`config.mk`:
```
export PLATFORM = sky130hd
export DESIGN_NAME = clkdom_supervisor
export DESIGN_NICKNAME = d
export VERILOG_FILES = /design/src/rtl/clkdom_pkg.sv /design/src/rtl/clkdom_datapath.sv /design/src/rtl/clkdom_control.sv /design/src/rtl/clkdom_supervisor.sv
export SDC_FILE = /design/constraint.sdc
export NUM_CORES = 1
export LEC_CHECK = 0
export ABC_CLOCK_PERIOD_IN_PS = 1900
export BUFFER_PORTS_ARGS = -buffer_cell sky130_fd_sc_hd__buf_4
export CAP_MARGIN = 20
export CORE_AREA = 2 2 39 41
export DETAILED_ROUTE_END_ITERATION = 8
export DIE_AREA = 0 0 41 43
export MAX_ROUTING_LAYER = met4
export PLACE_DENSITY = 0.46
export SYNTH_ARGS = -nofsm -noshare
export SYNTH_HDL_FRONTEND = slang
export SYNTH_SLANG_ARGS = --single-unit
export TNS_END_PERCENT = 5
```
`constraint.sdc`:
```
create_clock -name clk -period 1.9 [get_ports clk]
set_input_delay 0.095 -clock clk [delete_from_list [all_inputs] [get_ports clk]]
set_output_delay 0.095 -clock clk [all_outputs]
set_load 0.01 [all_outputs]
```
`src/rtl/clkdom_pkg.sv`:
```
package clkdom_pkg;
  typedef enum logic [1:0] {
    MODE_NOGATE = 2'd0,
    MODE_FSLEEP = 2'd1,
    MODE_FWAKE  = 2'd2,
    MODE_AUTO   = 2'd3
  } modeT;

  typedef enum logic [1:0] {
    ST_ACTIVE     = 2'd0,
    ST_SLEEP_PEND = 2'd1,
    ST_GATED      = 2'd2,
    ST_WAKE_PEND  = 2'd3
  } stateT;

  typedef struct packed {
    logic gateNow;
    logic ungateNow;
  } strobeT;
endpackage

```
`src/rtl/clkdom_datapath.sv`:
```
module clkdom_datapath
  import clkdom_pkg::*;
#(
  parameter int N_MOD      = 2,
  parameter int N_INIT     = 2,
  parameter int N_SDEP     = 1,
  parameter int N_WDEP     = 1,
  parameter bit HAS_FSLEEP = 1'b1,
  parameter bit HAS_FWAKE  = 1'b1
) (
  input  logic              clk,
  input  logic              rstN,
  input  logic [1:0]        ctrlMode,
  input  logic [N_MOD-1:0]  modIdle,
  input  logic [N_MOD-1:0]  modStandby,
  input  logic [N_INIT-1:0] initStandby,
  input  logic [N_SDEP-1:0] sleepDepOk,
  input  logic [N_WDEP-1:0] wakeDepReq,
  input  strobeT            strobes,
  output logic              sleepCond,
  output logic              wakeCond,
  output logic              clkEn
);
  modeT modeEff;
  modeT modeQ;
  logic clkEnQ;

  // capability mapping: a missing forced mode degrades to no gating
  generate
    if (HAS_FSLEEP && HAS_FWAKE) begin : g_full
      assign modeEff = modeT'(ctrlMode);
    end else if (HAS_FWAKE) begin : g_wakeOnly
      assign modeEff = (modeT'(ctrlMode) == MODE_FSLEEP) ? MODE_NOGATE : modeT'(ctrlMode);
    end else if (HAS_FSLEEP) begin : g_sleepOnly
      assign modeEff = (modeT'(ctrlMode) == MODE_FWAKE) ? MODE_NOGATE : modeT'(ctrlMode);
    end else begin : g_none
      assign modeEff = (ctrlMode == 2'd3) ? MODE_AUTO : MODE_NOGATE;
    end
  endgenerate

  always_ff @(posedge clk) begin
    if (!rstN) modeQ <= MODE_NOGATE;
    else       modeQ <= modeEff;
  end

  logic allQuiet, allInitStby, depsOk, anyWake;
  assign allQuiet    = &(modIdle | modStandby);
  assign allInitStby = &initStandby;
  assign depsOk      = &sleepDepOk;
  assign anyWake     = |wakeDepReq;

  always_comb begin
    sleepCond = 1'b0;
    wakeCond  = 1'b1;
    unique case (modeQ)
      MODE_FSLEEP: begin
        sleepCond = allInitStby && !anyWake;
        wakeCond  = anyWake;
      end
      MODE_AUTO: begin
        sleepCond = allQuiet && depsOk && !anyWake;
        wakeCond  = !allQuiet || anyWake;
      end
      default: begin
        sleepCond = 1'b0;
        wakeCond  = 1'b1;
      end
    endcase
  end

  always_ff @(posedge clk) begin
    if (!rstN)                  clkEnQ <= 1'b1;
    else if (strobes.gateNow)   clkEnQ <= 1'b0;
    else if (strobes.ungateNow) clkEnQ <= 1'b1;
  end

  assign clkEn = clkEnQ;

  // no-gating mode never cuts a running clock
  p_nogate_holds_r1: assert property (@(posedge clk) disable iff (!rstN)
    (modeQ == MODE_NOGATE && clkEnQ) |=> clkEnQ);
  // forced wake never cuts a running clock
  p_fwake_holds_r3: assert property (@(posedge clk) disable iff (!rstN)
    (modeQ == MODE_FWAKE && clkEnQ) |=> clkEnQ);
  // wake request during forced sleep restarts the clock
  p_fsleep_wake_r5: assert property (@(posedge clk) disable iff (!rstN)
    (!clkEnQ && modeQ == MODE_FSLEEP && anyWake) |=> clkEnQ);
  // activity or wake request in automatic mode restarts the clock
  p_auto_wake_r6: assert property (@(posedge clk) disable iff (!rstN)
    (!clkEnQ && modeQ == MODE_AUTO && (!allQuiet || anyWake)) |=> clkEnQ);
endmodule

```
`src/rtl/clkdom_control.sv`:
```
module clkdom_control
  import clkdom_pkg::*;
(
  input  logic   clk,
  input  logic   rstN,
  input  logic   sleepCond,
  input  logic   wakeCond,
  output strobeT strobes,
  output logic   domActive,
  output logic   transPending
);
  stateT state, stateNext;

  always_comb begin
    stateNext         = state;
    strobes.gateNow   = 1'b0;
    strobes.ungateNow = 1'b0;
    unique case (state)
      ST_ACTIVE: if (sleepCond) begin
        stateNext       = ST_SLEEP_PEND;
        strobes.gateNow = 1'b1;
      end
      ST_SLEEP_PEND: if (sleepCond) begin
        stateNext = ST_GATED;
      end else begin
        stateNext         = ST_ACTIVE;
        strobes.ungateNow = 1'b1;
      end
      ST_GATED: if (wakeCond) begin
        stateNext         = ST_WAKE_PEND;
        strobes.ungateNow = 1'b1;
      end
      default: stateNext = ST_ACTIVE;
    endcase
  end

  always_ff @(posedge clk) begin
    if (!rstN) state <= ST_ACTIVE;
    else       state <= stateNext;
  end

  assign domActive    = (state == ST_ACTIVE);
  assign transPending = (state == ST_SLEEP_PEND) || (state == ST_WAKE_PEND);

  // a transition cycle never repeats back to back
  p_pending_one_cycle_r9: assert property (@(posedge clk) disable iff (!rstN)
    transPending |=> !transPending);
  // sleep condition while active opens a pending cycle on the next edge
  p_sleep_enters_r9: assert property (@(posedge clk) disable iff (!rstN)
    (domActive && sleepCond) |=> (transPending && !domActive));
endmodule

```
`src/rtl/clkdom_supervisor.sv`:
```
module clkdom_supervisor
  import clkdom_pkg::*;
#(
  parameter int N_MOD      = 2,
  parameter int N_INIT     = 2,
  parameter int N_SDEP     = 1,
  parameter int N_WDEP     = 1,
  parameter bit HAS_FSLEEP = 1'b1,
  parameter bit HAS_FWAKE  = 1'b1
) (
  input  logic              clk,
  input  logic              rstN,
  input  logic [1:0]        ctrlMode,
  input  logic [N_MOD-1:0]  modIdle,
  input  logic [N_MOD-1:0]  modStandby,
  input  logic [N_INIT-1:0] initStandby,
  input  logic [N_SDEP-1:0] sleepDepOk,
  input  logic [N_WDEP-1:0] wakeDepReq,
  output logic              clkEn,
  output logic              domActive,
  output logic              transPending
);
  strobeT strobes;
  logic   sleepCond, wakeCond;

  clkdom_datapath #(
    .N_MOD(N_MOD), .N_INIT(N_INIT), .N_SDEP(N_SDEP), .N_WDEP(N_WDEP),
    .HAS_FSLEEP(HAS_FSLEEP), .HAS_FWAKE(HAS_FWAKE)
  ) dp_i (
    .clk(clk), .rstN(rstN), .ctrlMode(ctrlMode), .modIdle(modIdle),
    .modStandby(modStandby), .initStandby(initStandby), .sleepDepOk(sleepDepOk),
    .wakeDepReq(wakeDepReq), .strobes(strobes), .sleepCond(sleepCond),
    .wakeCond(wakeCond), .clkEn(clkEn)
  );

  clkdom_control ctl_i (
    .clk(clk), .rstN(rstN), .sleepCond(sleepCond), .wakeCond(wakeCond),
    .strobes(strobes), .domActive(domActive), .transPending(transPending)
  );

  // reset leaves the domain running with no transition
  p_reset_state_r11: assert property (@(posedge clk)
    !rstN |=> (clkEn && domActive && !transPending));
  // the clock is cut only while not reported active
  p_active_runs_r9: assert property (@(posedge clk) disable iff (!rstN)
    domActive |-> clkEn);
endmodule

```
Word level (Yosys, flattened, before mapping)
Cells that the tools add are included.
{"block": "totals", "ff_bits": 5, "inputBits": 12, "out_inout_bits": 3, "elab_cells": 36}
{"block": "op_classes", "n_eq_ne": 7, "muxes": 13, "bitwise": 1, "reduce_logical": 12}
{"operator": "$eq 2x2->1 const B", "n": 3}
{"operator": "$mux 1", "n": 6}
{"operator": "$mux 2", "n": 3}
{"operator": "$pmux 1 s2", "n": 3}
{"operator": "$pmux 2 s3", "n": 1}
{"operator": "$reduce_and 2->1", "n": 3}
{"operator": "$eq 2x1->1 const B", "n": 2}
{"operator": "$ne 2x1->1 const B", "n": 2}
{"operator": "$logic_and 1x1->1", "n": 3}
{"operator": "$logic_not 1->1", "n": 2}
{"operator": "$logic_not 2->1", "n": 1}
{"operator": "$logic_or 1x1->1", "n": 2}
{"operator": "$or 2x2->2", "n": 1}
{"operator": "$reduce_bool 2->1", "n": 1}

Logic depth before layout (Yosys ltp)
Gate-level depths: netlist of run 1.
{"block": "depth", "depth_word": 9, "depth_mapped": 6, "ltp_nobuf": 6}

Modules after synthesis
A second synthesis of run 1 with hierarchy kept.
{"block": "unflattened", "hier_cells": 34, "hier_area_um2": 335.3}
{"mod": "clkdom_control", "instances": 1, "cells_per_inst": 20, "area_per_inst_um2": 201.4, "seq_area_each_um2": 40.0}
{"mod": "clkdom_datapath", "instances": 1, "cells_per_inst": 14, "area_per_inst_um2": 133.9, "seq_area_each_um2": 60.1}

Least setup slack after synthesis of run 1
Ideal clock, no wire load.
{"block": "synth_path", "path_type": "register to register", "startpoint": "reg ctl_i.state[0]", "endpoint": "reg dp_i.clkEnQ, in the netlist dp_i.clkEn", "setup_ps": 118, "arrival_ps": 1286, "t_required_ps": 1782, "setup_slack_ps": 496, "stages_incl_launch_ff": 7, "n_path_buf": 0, "synth_period_minus_slack_ps": 1404, "cell_sequence": "dfxtp_1 -> inv_1 -> ha_1 -> and2_4 -> a221o_1 -> a21oi_1 -> o21ai_1"}
{"block": "synth_via", "elab_chain_len": 3, "word_cells_on_any_way": 7, "cone_classes": "eq/ne (2); mux (3); reduce/logical (2)"}
{"element": "start: declaration", "line": "clkdom_control.sv:12", "rtl": "stateT state, stateNext;"}
{"element": "start signal: assignment", "line": "clkdom_control.sv:39", "rtl": "else state <= stateNext;"}
{"element": "$eq 2x2->1, or another cell as far along", "line": "clkdom_control.sv:18", "rtl": "unique case (state)"}
{"element": "$pmux 1 s2 / $mux 1 (equally long branches)", "line": "clkdom_control.sv:18"}
{"element": "$reduce_bool 2->1 (no line) / $mux 1 (equally long branches)"}
{"element": "end signal: assignment", "line": "clkdom_datapath.sv:72", "rtl": "if (!rstN) clkEnQ <= 1'b1;"}
{"element": "end signal: assignment", "line": "clkdom_datapath.sv:73", "rtl": "else if (strobes.gateNow) clkEnQ <= 1'b0;"}
{"element": "end signal: assignment", "line": "clkdom_datapath.sv:74", "rtl": "else if (strobes.ungateNow) clkEnQ <= 1'b1;"}
{"element": "end: declaration", "line": "clkdom_datapath.sv:26", "rtl": "logic clkEnQ;"}
Parallel ways exist; a longest one is shown, timed or not.
A chain may end at the register's enable or synchronous reset.

Final worst setup path of run 1
Same ends and word-level chain as after synthesis.

==> results of run 1 <==
## worst max path at each step
stage / from / to / slack [ns] / depth (start not counted)
after floorplan: ctl_i.state[0] / dp_i.clkEn / 0.50 / 6
after global placement: ctl_i.state[0] / dp_i.clkEn / 0.40 / 6
after detailed placement: ctl_i.state[0] / dp_i.clkEn / 0.39 / 6
after CTS: ctl_i.state[0] / dp_i.clkEn / 0.37 / 6
after global routing: ctl_i.state[0] / dp_i.clkEn / 0.27 / 6
final: ctl_i.state[0] / dp_i.clkEn / 0.38 / 6
## logic make-up (layout without fill, tap and decap cells)
kind of cell	after synthesis	after routing	share of synthesized area
AOI/OAI and AO/OA	15	15	0.2996
adders and majority gates	4	4	0.1444
buffers and inverters	6	23	0.08665
DFF	5	5	0.2888
and+or+nand+nor	9	9	0.1805
## routing by layer
metal  vias to the layer above  part of all wire
met3                         2             0.072
li1                        180                 -
met2                         8              0.47
met1                       150              0.44
met4                         0             0.015
met5                         -                 0
## area by class of cell
type,count,share of cell area
repair buffers,14,0.2159
multi-input cells,28,0.4447
well taps,16,0.04113
inverters,5,0.03856
clock buffers,4,0.05398
flip-flops and latches,5,0.2057
## sequential cells by signal (all words and copies together), names as in the netlist
register,flops
dp_i.clkEn,1
dp_i.modeQ,2
ctl_i.state,2
## power groups by stage
stage | clock, mW | combinational (mW) | sequential (mW)
6_report | 0.120 | 0.0886 | 0.122
5_1_grt | 0.132 | 0.0994 | 0.124
4_1_cts | 0.126 | 0.0903 | 0.122
3_5_place_dp | 0 | 0.0902 | 0.124
3_3_place_gp | 0 | 0.0905 | 0.125
2_1_floorplan | 0 | 0.0514 | 0.121
## worst max-delay path, stage by stage (launching register included)
cell and delay, ns:
sky130_fd_sc_hd__dfxtp_1 0.39, sky130_fd_sc_hd__inv_1 0.08, sky130_fd_sc_hd__ha_1 0.25, sky130_fd_sc_hd__and2_4 0.15
sky130_fd_sc_hd__a221o_1 0.32, sky130_fd_sc_hd__a21oi_1 0.16, sky130_fd_sc_hd__o21ai_1 0.07
## stage by stage
stage	instance area, um^2	utilization	std cells	hold WS, ns
floorplan	346.6	-	39	0.1750
global placement	460.4	0.3327	68	0.2973
detailed placement	460.4	0.3327	68	0.3023
CTS	486.7	0.3517	72	0.05285
global route	486.7	0.3517	72	0.05765
finish	486.7	0.3517	72	0.05980
## layout by cell type (no fill, tap or decap), drive strengths merged
cell and instances:
buf 14, a211o 1, o22a 1, a21oi 5, nand4b 2, a41oi 1
clkbuf 4, a22oi 1, o221ai 1, and2 3, nand3b 1, a221o 1
inv 5, nor2 1, ha 4, dfxtp 5, or2 1, nand2b 1
o22ai 1, o21ai 2, a311oi 1
==> tab_implementation.tex, run 1 <==
\begin{tabular}{lr}
\hline
Metric & Value \\
\hline
\multicolumn{2}{l}{\textbf{Synthesis}} \\
Synth unique cells & 22 \\
Largest area contributor in the netlist & sky130\_fd\_sc\_hd\_\_dfxtp\_1 \\
Primary flip-flop cell chosen by synthesis mapping & sky130\_fd\_sc\_hd\_\_dfxtp\_1 \\
Synth warn & 0 \\
Ys async rst share & 0 \\
Synthesized Nets & 55 \\
Post-synthesis cell count & 39 \\
Yosys top cell area share & 0.2888 \\
Synthesized area per cell & 8.887 um\^{}2 \\
Number of storage elements in the synthesis netlist & 5 \\
Netlist Area Pre-Place & 346.6 um\^{}2 \\
Cell types with the highest counts after synthesis & sky130\_fd\_sc\_hd\_\_a21oi\_1 (5), sky130\_fd\_sc\_hd\_\_dfxtp\_1 (5), sky130\_fd\_sc\_hd\_\_inv\_1 (5) \\
Share of the yosys chip area belonging to registers & 0.2888 \\
Number of flops mapped to enable cells by yosys & 0 \\
Cells taking the most area after synthesis & sky130\_fd\_sc\_hd\_\_dfxtp\_1 (29\%), sky130\_fd\_sc\_hd\_\_ha\_1 (14\%), sky130\_fd\_sc\_hd\_\_a21oi\_1 (7.2\%) \\
\multicolumn{2}{l}{\textbf{Pwr}} \\
Logic pwr share & 0.268 \\
Internal power component & 0.2410 mW \\
Switch Pwr & 0.08981 mW \\
Fraction of power spent switching nets & 0.2715 \\
Total chip power & 0.3308 mW \\
Sequential fraction of design power & 0.369 \\
PD cells & 679.7 nW/um\^{}2 \\
LEAKAGE & 0.2165 nW \\
Max rail drop VDD & 0.3552 mV \\
Fraction of power consumed by the clock network & 0.363 \\
\multicolumn{2}{l}{\textbf{Critical path}} \\
Endpoint of the worst register-to-register path & dp\_i.clkEn \\
Biggest fanout along the worst timing path & 5 \\
Crit Path Class & reg2reg \\
Startpoint types & flip-flop \\
Length in cells of the worst reg-to-reg path & 6 \\
Reg2Reg Setup Slack & 0.38 ns \\
Launch point of the worst reg-to-reg path & ctl\_i.state[0] \\
Endpoint arrival time on the critical path & 1.64 ns \\
Kind of end point of the critical path & flip-flop \\
Worst endpoint required time & 2.03 ns \\
\multicolumn{2}{l}{\textbf{Detailed routing}} \\
Final routed DRC violation total & 0 \\
Mean routed wirelength per cell & 10.43 um \\
Final routed wirelength across all metal layers & 751 um \\
Post-route antenna net violation count & 0 \\
Number of detailed-route iterations in the first pass & 4 \\
Vias per inst & 4.722 \\
Via count & 340 \\
DR iter-0 viols & 6 \\
\multicolumn{2}{l}{\textbf{Cells and area}} \\
Footprint of the flip-flops and latches & 100.1 um\^{}2 \\
\# diodes & 0 \\
Multi-input gate area in the final layout & 216.5 um\^{}2 \\
Layout cell share with drive strength beyond 1 & 0.3571 \\
Area Growth Syn to Fin & 40.43\% \\
Number of nets in the layout & 73 \\
Layout fillers & 151 \\
\multicolumn{2}{l}{\textbf{Global routing}} \\
Met1 track demand over resource & 0.1254 \\
Pin count of the biggest net entering global routing & 9 \\
Via count of the first global-routing pass & 306 \\
Met2 track demand over resource in global routing & 0.1438 \\
Wire length of the first global-routing pass & 1.186 mm \\
Busiest grt layer & met2 \\
Grt ovf & 0 \\
Global-route met3 utilization & 0.03141 \\
Initial antenna violation count & 0 \\
Total Routing Usage GR & 0.1060 \\
\multicolumn{2}{l}{\textbf{Die}} \\
Chip height & 43 um \\
Area of the placeable core & 1384 um\^{}2 \\
Initial core utilization & 0.2505 \\
Area of the die & 1763 um\^{}2 \\
Standard-cell row count & 14 \\
Die W & 41 um \\
I/O pin count & 15 \\
\multicolumn{2}{l}{\textbf{CTS}} \\
Number of buffers created by CTS & 3 \\
Count of hold-fix buffers inserted at cts & 0 \\
Max Root-Sink Buffers & 2 \\
H-tree depth & 1 \\
Root buffer selected by CTS & sky130\_fd\_sc\_hd\_\_clkbuf\_4 \\
Post-CTS setup buffers & 0 \\
Clock latency on the worst-skew pair & 0.24 ns \\
CTS tree & built \\
Resized Gates After CTS & 0 \\
\# clock sinks & 5 \\
Clk pin slew, worst setup/hold paths & 0.04 ns \\
\multicolumn{2}{l}{\textbf{Flow run}} \\
Total of max-cap violations & 0 \\
\multicolumn{2}{l}{\textbf{Timing}} \\
Final worst setup slack & 0.3845 ns \\
Period utilisation layout & 0.7976 \\
Final setup violation count & 0 \\
Crit path time final & 1.516 ns \\
Total negative slack & 0 ns \\
Worst slew slack as a fraction of its limit & 0.7397 \\
Endpoints failing hold & 0 \\
Max Clk Rate & 0.6598 GHz \\
Final count of pins violating max slew & 0 \\
Unrepaired setup endpoints after global routing & false \\
Worst clock skew & 0.002902 ns \\
Worst slew pin tran & 0.3904 ns \\
\multicolumn{2}{l}{\textbf{Place}} \\
HPWL after detailed placement & 600.7 um \\
Port buffer count & 14 \\
Final RePlAce weighted congestion & 0.7447 \\
Worst slack at placement & 0.3868 ns \\
\multicolumn{2}{l}{\textbf{Run status}} \\
Outcome & completed \\
\multicolumn{2}{l}{\textbf{Min path}} \\
Number of stages on the worst hold path & 2 \\
Worst Hold Class & in2reg \\
Startpoint of the lowest-slack hold path & ctrlMode[0] \\
End point of the worst hold path & dp\_i.modeQ[0] \\
\hline
\end{tabular}
Note: power is estimated with default switching activity, not from simulation.
==> run 2, diff against run 1 <==
- ABC_AREA: default -> 1
- ABC_CLOCK_PERIOD_IN_PS: 1900 -> 1430
- PLACE_DENSITY: 0.46 -> 0.48
- clock period: 1.9 -> 1.43 ns (I/O delays scaled with it)
==> tab_implementation.tex, run 2 <==
\begin{tabular}{lr}
\hline
Metric & Value \\
\hline
\multicolumn{2}{l}{\textbf{Run status}} \\
Outcome & completed \\
\multicolumn{2}{l}{\textbf{Die}} \\
Area of the die & 1763 um\^{}2 \\
Standard-cell row count & 14 \\
Die W & 41 um \\
Initial core utilization & 0.2658 \\
Area of the placeable core & 1384 um\^{}2 \\
Chip height & 43 um \\
I/O pin count & 15 \\
\multicolumn{2}{l}{\textbf{Cells and area}} \\
Fin util & 0.3761 \\
Footprint of the flip-flops and latches & 101.3 um\^{}2 \\
Layout fillers & 151 \\
Top library cells by usage in the layout, fill and taps aside & sky130\_fd\_sc\_hd\_\_nand2\_1 (16), sky130\_fd\_sc\_hd\_\_inv\_1 (14), sky130\_fd\_sc\_hd\_\_buf\_4 (14), sky130\_fd\_sc\_hd\_\_ha\_1 (4), sky130\_fd\_sc\_hd\_\_dfxtp\_1 (4) \\
Most frequent standard cell in the layout excluding fill and tap cells & sky130\_fd\_sc\_hd\_\_nand2\_1 \\
Multi-input gate area in the final layout & 211.5 um\^{}2 \\
Area Growth Syn to Fin & 41.50\% \\
Number of nets in the layout & 91 \\
\# diodes & 0 \\
Layout cell share with drive strength beyond 1 & 0.3514 \\
\multicolumn{2}{l}{\textbf{Min path}} \\
Worst Hold Class & in2reg \\
\multicolumn{2}{l}{\textbf{Synthesis}} \\
Synth unique cells & 15 \\
Yosys top cell area share & 0.2721 \\
Primary flip-flop cell chosen by synthesis mapping & sky130\_fd\_sc\_hd\_\_dfxtp\_1 \\
Cells taking the most area after synthesis & sky130\_fd\_sc\_hd\_\_dfxtp\_1 (27\%), sky130\_fd\_sc\_hd\_\_nand2\_1 (16\%), sky130\_fd\_sc\_hd\_\_inv\_1 (14\%) \\
Post-synthesis cell count & 56 \\
Count leader, synth & sky130\_fd\_sc\_hd\_\_nand2\_1 \\
Netlist Area Pre-Place & 367.9 um\^{}2 \\
Share of the yosys chip area belonging to registers & 0.2721 \\
Largest area contributor in the netlist & sky130\_fd\_sc\_hd\_\_dfxtp\_1 \\
Synthesized area per cell & 6.569 um\^{}2 \\
Ys async rst share & 0 \\
Synthesized Nets & 72 \\
Number of storage elements in the synthesis netlist & 5 \\
Number of flops mapped to enable cells by yosys & 0 \\
Cell types with the highest counts after synthesis & sky130\_fd\_sc\_hd\_\_nand2\_1 (16), sky130\_fd\_sc\_hd\_\_inv\_1 (14), sky130\_fd\_sc\_hd\_\_dfxtp\_1 (5) \\
Synth warn & 0 \\
\multicolumn{2}{l}{\textbf{CTS}} \\
Root buffer selected by CTS & sky130\_fd\_sc\_hd\_\_clkbuf\_4 \\
Max Root-Sink Buffers & 2 \\
\# clock sinks & 5 \\
CTS tree & built \\
Number of buffers created by CTS & 3 \\
H-tree depth & 1 \\
Clk pin slew, worst setup/hold paths & 0.04 ns \\
Clock latency on the worst-skew pair & 0.24 ns \\
\multicolumn{2}{l}{\textbf{Timing}} \\
Total negative slack & 0 ns \\
Crit path time final & 1.355 ns \\
Final count of pins violating max slew & 0 \\
Endpoints failing hold & 0 \\
Worst slew pin tran & 0.2150 ns \\
Worst clock skew & 0.003464 ns \\
Final setup violation count & 0 \\
Max Clk Rate & 0.7378 GHz \\
Worst slew slack as a fraction of its limit & 0.8552 \\
Worst hold slack & 0.01401 ns \\
Unrepaired setup endpoints after global routing & false \\
Period utilisation layout & 0.9478 \\
\multicolumn{2}{l}{\textbf{Critical path}} \\
Length in cells of the worst reg-to-reg path & 7 \\
Launch point of the worst reg-to-reg path & ctl\_i.state[0] \\
Critical Path Stages & 4 \\
Worst endpoint required time & 1.36 ns \\
Kind of end point of the critical path & output pin \\
Delay of the slowest cell on the worst path & 0.36 ns \\
Critical-path cell list & inv\_1 > ha\_1 > or2\_2 > buf\_4 \\
Startpoint types & flip-flop \\
Reg2Reg Setup Slack & 0.29 ns \\
Endpoint of the worst register-to-register path & ctl\_i.state[1] \\
Buffers plus inverters on the worst setup path & 2 \\
Slowest stage cell, crit path & sky130\_fd\_sc\_hd\_\_dfxtp\_2 \\
Family with the most delay on the worst path & flip-flops \\
Biggest fanout along the worst timing path & 5 \\
Critical Path End & transPending \\
Crit path launch & ctl\_i.state[1] \\
Crit Path Class & reg2out \\
Endpoint arrival time on the critical path & 1.28 ns \\
\multicolumn{2}{l}{\textbf{Place}} \\
Final RePlAce weighted congestion & 0.7797 \\
Port buffer count & 14 \\
HPWL after detailed placement & 584.5 um \\
\multicolumn{2}{l}{\textbf{Detailed routing}} \\
DR iter-0 viols & 3 \\
Via count & 360 \\
Final routed DRC violation total & 0 \\
Vias per inst & 4.000 \\
Post-route antenna net violation count & 0 \\
Number of detailed-route iterations in the first pass & 2 \\
Final routed wirelength across all metal layers & 689 um \\
Mean routed wirelength per cell & 7.656 um \\
\multicolumn{2}{l}{\textbf{Pwr}} \\
Switch Pwr & 0.1266 mW \\
PD cells & 857.5 nW/um\^{}2 \\
Logic pwr share & 0.283 \\
Internal power component & 0.3197 mW \\
Total chip power & 0.4464 mW \\
LEAKAGE & 0.3071 nW \\
Max rail drop VDD & 0.3462 mV \\
Fraction of power spent switching nets & 0.2837 \\
Fraction of power consumed by the clock network & 0.361 \\
Sequential fraction of design power & 0.356 \\
\multicolumn{2}{l}{\textbf{Global routing}} \\
Grt ovf & 0 \\
Total Routing Usage GR & 0.1102 \\
Initial antenna violation count & 0 \\
Pin count of the biggest net entering global routing & 6 \\
Via count of the first global-routing pass & 340 \\
Wire length of the first global-routing pass & 1.235 mm \\
\multicolumn{2}{l}{\textbf{Flow run}} \\
Total of max-cap violations & 0 \\
\hline
\end{tabular}
==> run 2: per-stage QoR <==
stage	cell area, um^2	instances	worst slack (ns)
2_1_floorplan	367.9	56	0.3732
3_3_place_gp	493.0	86	0.2591
3_5_place_dp	493.0	86	0.2547
4_1_cts	519.2	90	0.005372
5_1_grt	520.5	90	0.03816
6_report	520.5	90	0.07469
==> run 2: tightest hold or removal path, cell delays in order <==
cell and delay, ns:
sky130_fd_sc_hd__buf_4 0.07, sky130_fd_sc_hd__nand2_1 0.03, sky130_fd_sc_hd__inv_1 0.04
==> run 2: power by group through the flow <==
stage	registers [mW]	logic (mW)	clock network, mW
after floorplan	0.160	0.0740	0
after global placement	0.161	0.129	0
after detailed placement	0.161	0.128	0
after CTS	0.159	0.128	0.165
after global routing	0.161	0.144	0.169
final	0.159	0.126	0.161
==> run 2: metal layers <==
| metal | global-route usage | routed length (um) |
|---|---|---|
| met5 | - | 0 |
| met4 | 0.1000 | 14 |
| met3 | 0.03141 | 37 |
| met2 | 0.1500 | 314 |
| met1 | 0.1226 | 321 |
==> run 2: timing repair <==
| action | in CTS | in global routing |
|---|---|---|
| endpoints found under the setup margin | 0 | 1 |
| setup buffers | 0 | 0 |
| hold buffers | 0 | 0 |
| endpoints found under the hold margin | 0 | 0 |
| resized for setup | 0 | 1 |
==> run 2: cell families (layout without fill, tap and decap cells) <==
kind of cell,after synthesis,after routing,synth area share
buffers and inverters,15,33,0.1531
adder cells (fa/ha/maj),4,4,0.1361
flip-flops,5,5,0.2721
AND/OR/NAND/NOR,29,29,0.3878
AO/OA/AOI/OAI,3,3,0.05100
==> run 2: layout make-up <==
class                   count  share of cell area
clock buffers               4             0.05048
multi-input cells          36              0.4063
repair buffers             14              0.2019
well taps                  16             0.03846
flip-flops and latches      5              0.1947
inverters                  15              0.1082
==> run 2: how the worst min path moves through the flow <==
stage	start	end	slack, ns	depth (start not counted)
5_1_grt	ctrlMode[1]	dp_i.modeQ[1]	0.02	3
2_1_floorplan	rstN	dp_i.clkEn	0.16	1
4_1_cts	ctrlMode[1]	dp_i.modeQ[1]	0.01	3
3_5_place_dp	ctrlMode[1]	dp_i.modeQ[1]	0.26	3
6_report	ctrlMode[0]	dp_i.modeQ[0]	0.01	3
3_3_place_gp	ctrlMode[0]	dp_i.modeQ[0]	0.25	3
==> run 3, diff against run 2 <==
- CELL_PAD_IN_SITES_DETAIL_PLACEMENT: default -> 1
- CELL_PAD_IN_SITES_GLOBAL_PLACEMENT: default -> 1
- PLACE_DENSITY: 0.48 -> 0.67
==> tab_implementation.tex, run 3 (synthesized netlist as in run 2, its figures left out) <==
\begin{tabular}{lr}
\hline
Metric & Value \\
\hline
\multicolumn{2}{l}{\textbf{CTS}} \\
H-tree depth & 1 \\
\# clock sinks & 5 \\
Clock latency on the worst-skew pair & 0.24 ns \\
Count of hold-fix buffers inserted at cts & 0 \\
Max Root-Sink Buffers & 2 \\
Number of buffers created by CTS & 3 \\
Clk pin slew, worst setup/hold paths & 0.04 ns \\
Root buffer selected by CTS & sky130\_fd\_sc\_hd\_\_clkbuf\_4 \\
CTS tree & built \\
\multicolumn{2}{l}{\textbf{Cells and area}} \\
\# diodes & 0 \\
Finished Cell Area & 520.5 um\^{}2 \\
Area Growth Syn to Fin & 41.50\% \\
Top library cells by usage in the layout, fill and taps aside & sky130\_fd\_sc\_hd\_\_nand2\_1 (16), sky130\_fd\_sc\_hd\_\_inv\_1 (14), sky130\_fd\_sc\_hd\_\_buf\_4 (14), sky130\_fd\_sc\_hd\_\_ha\_1 (4), sky130\_fd\_sc\_hd\_\_dfxtp\_1 (4) \\
Fin util & 0.3761 \\
Layout cell share with drive strength beyond 1 & 0.3514 \\
Layout fillers & 178 \\
Number of nets in the layout & 91 \\
Most frequent standard cell in the layout excluding fill and tap cells & sky130\_fd\_sc\_hd\_\_nand2\_1 \\
\multicolumn{2}{l}{\textbf{Critical path}} \\
Slowest stage cell, crit path & sky130\_fd\_sc\_hd\_\_dfxtp\_2 \\
Critical-path cell list & inv\_1 > ha\_1 > or2\_2 > buf\_4 \\
Biggest fanout along the worst timing path & 5 \\
Endpoint arrival time on the critical path & 1.30 ns \\
Worst endpoint required time & 1.36 ns \\
Crit Path Class & reg2out \\
Startpoint types & flip-flop \\
Delay of the slowest cell on the worst path & 0.36 ns \\
Kind of end point of the critical path & output pin \\
\multicolumn{2}{l}{\textbf{Global routing}} \\
Via count of the first global-routing pass & 372 \\
Wire length of the first global-routing pass & 1.311 mm \\
Initial antenna violation count & 0 \\
Total Routing Usage GR & 0.1195 \\
Grt ovf & 0 \\
Pin count of the biggest net entering global routing & 6 \\
\multicolumn{2}{l}{\textbf{Pwr}} \\
PD cells & 862.3 nW/um\^{}2 \\
Total chip power & 0.4488 mW \\
LEAKAGE & 0.3071 nW \\
Max rail drop VDD & 0.3730 mV \\
\multicolumn{2}{l}{\textbf{Timing}} \\
Final setup violation count & 0 \\
Total negative slack & 0 ns \\
Endpoints failing hold & 0 \\
Period utilisation layout & 0.9594 \\
Final count of pins violating max slew & 0 \\
Worst slew pin tran & 0.2308 ns \\
Worst clock skew & 0.002196 ns \\
Crit path time final & 1.372 ns \\
Max Clk Rate & 0.7289 GHz \\
Unrepaired setup endpoints after global routing & false \\
Worst slew slack as a fraction of its limit & 0.8445 \\
\multicolumn{2}{l}{\textbf{Die}} \\
Chip height & 43 um \\
Standard-cell row count & 14 \\
Die W & 41 um \\
Area of the die & 1763 um\^{}2 \\
I/O pin count & 15 \\
Area of the placeable core & 1384 um\^{}2 \\
Initial core utilization & 0.2658 \\
\multicolumn{2}{l}{\textbf{Detailed routing}} \\
Via count & 370 \\
Final routed wirelength across all metal layers & 828 um \\
Post-route antenna net violation count & 0 \\
Number of detailed-route iterations in the first pass & 2 \\
Final routed DRC violation total & 0 \\
DR iter-0 viols & 2 \\
Vias per inst & 4.111 \\
Mean routed wirelength per cell & 9.200 um \\
\multicolumn{2}{l}{\textbf{Place}} \\
Port buffer count & 14 \\
Placed inst area & 493.0 um\^{}2 \\
HPWL after detailed placement & 690.9 um \\
Final RePlAce weighted congestion & 0.7176 \\
\multicolumn{2}{l}{\textbf{Run status}} \\
Outcome & completed \\
\multicolumn{2}{l}{\textbf{Flow run}} \\
Total of max-cap violations & 0 \\
\multicolumn{2}{l}{\textbf{Min path}} \\
Worst Hold Class & in2reg \\
\hline
\end{tabular}
-- run 3: cell counts in the layout (fill, tap and decap cells not counted) --
Identical to the previous run, type by type.
-- run 3: stage by stage --
| stage | cells | worst slack, ns | hold slack (ns) |
|---|---|---|---|
| global route | 90 | 0.01797 | 0.02469 |
| finish | 90 | 0.05804 | 0.01389 |
| CTS | 90 | 0.03942 | 0.005200 |
| detailed placement | 86 | 0.2449 | 0.2632 |
| floorplan | 56 | 0.3732 | 0.1556 |
| global placement | 86 | 0.2672 | 0.2506 |
-- run 3: final timing paths --
check | cells past startpoint | start | end | slack (ns)
max | 4 | ctl_i.state[1] | transPending | 0.06
min | 3 | ctrlMode[1] | dp_i.modeQ[1] | 0.01
max reg2reg | 7 | ctl_i.state[0] | ctl_i.state[1] | 0.27
min reg2reg | 2 | dp_i.clkEn | dp_i.clkEn | 0.48
-- run 3: area by class of cell --
type / instances / area [um^2] / area share
sequential: 5 / 101.3 / 0.1947
timing repair buffer: 14 / 105.1 / 0.2019
inverter: 15 / 56.30 / 0.1082
tap: 16 / 20.02 / 0.03846
clock buffer: 4 / 26.28 / 0.05048
multi-input combinational: 36 / 211.5 / 0.4063
-- run 3: per-layer routing --
metal	routed length [um]	track usage	vias to the layer above
met5	0	-	-
met3	25	0	2
li1	-	-	200
met4	19	0.1400	0
met1	342	0.1161	161
met2	441	0.1844	7
-- run 3: critical path: cells and delay by family (launching register included) --
family | cells | cell delay [ns]
fa+ha+maj | 1 | 0.21
simple gates | 1 | 0.27
flops | 1 | 0.36
buf+inv | 2 | 0.21
-- run 3: what timing repair did --
action | in CTS | in global routing
setup buffers | 0 | 0
resized for setup | 1 | 0
endpoints found under the setup margin | 1 | 0
-- run 3: power breakdown --
part | internal, mW | switching, mW | total [mW]
Combinational | 0.0643 | 0.0629 | 0.127
Clock | 0.105 | 0.0575 | 0.163
Sequential | 0.150 | 0.00858 | 0.159
Total | 0.320 | 0.129 | 0.449
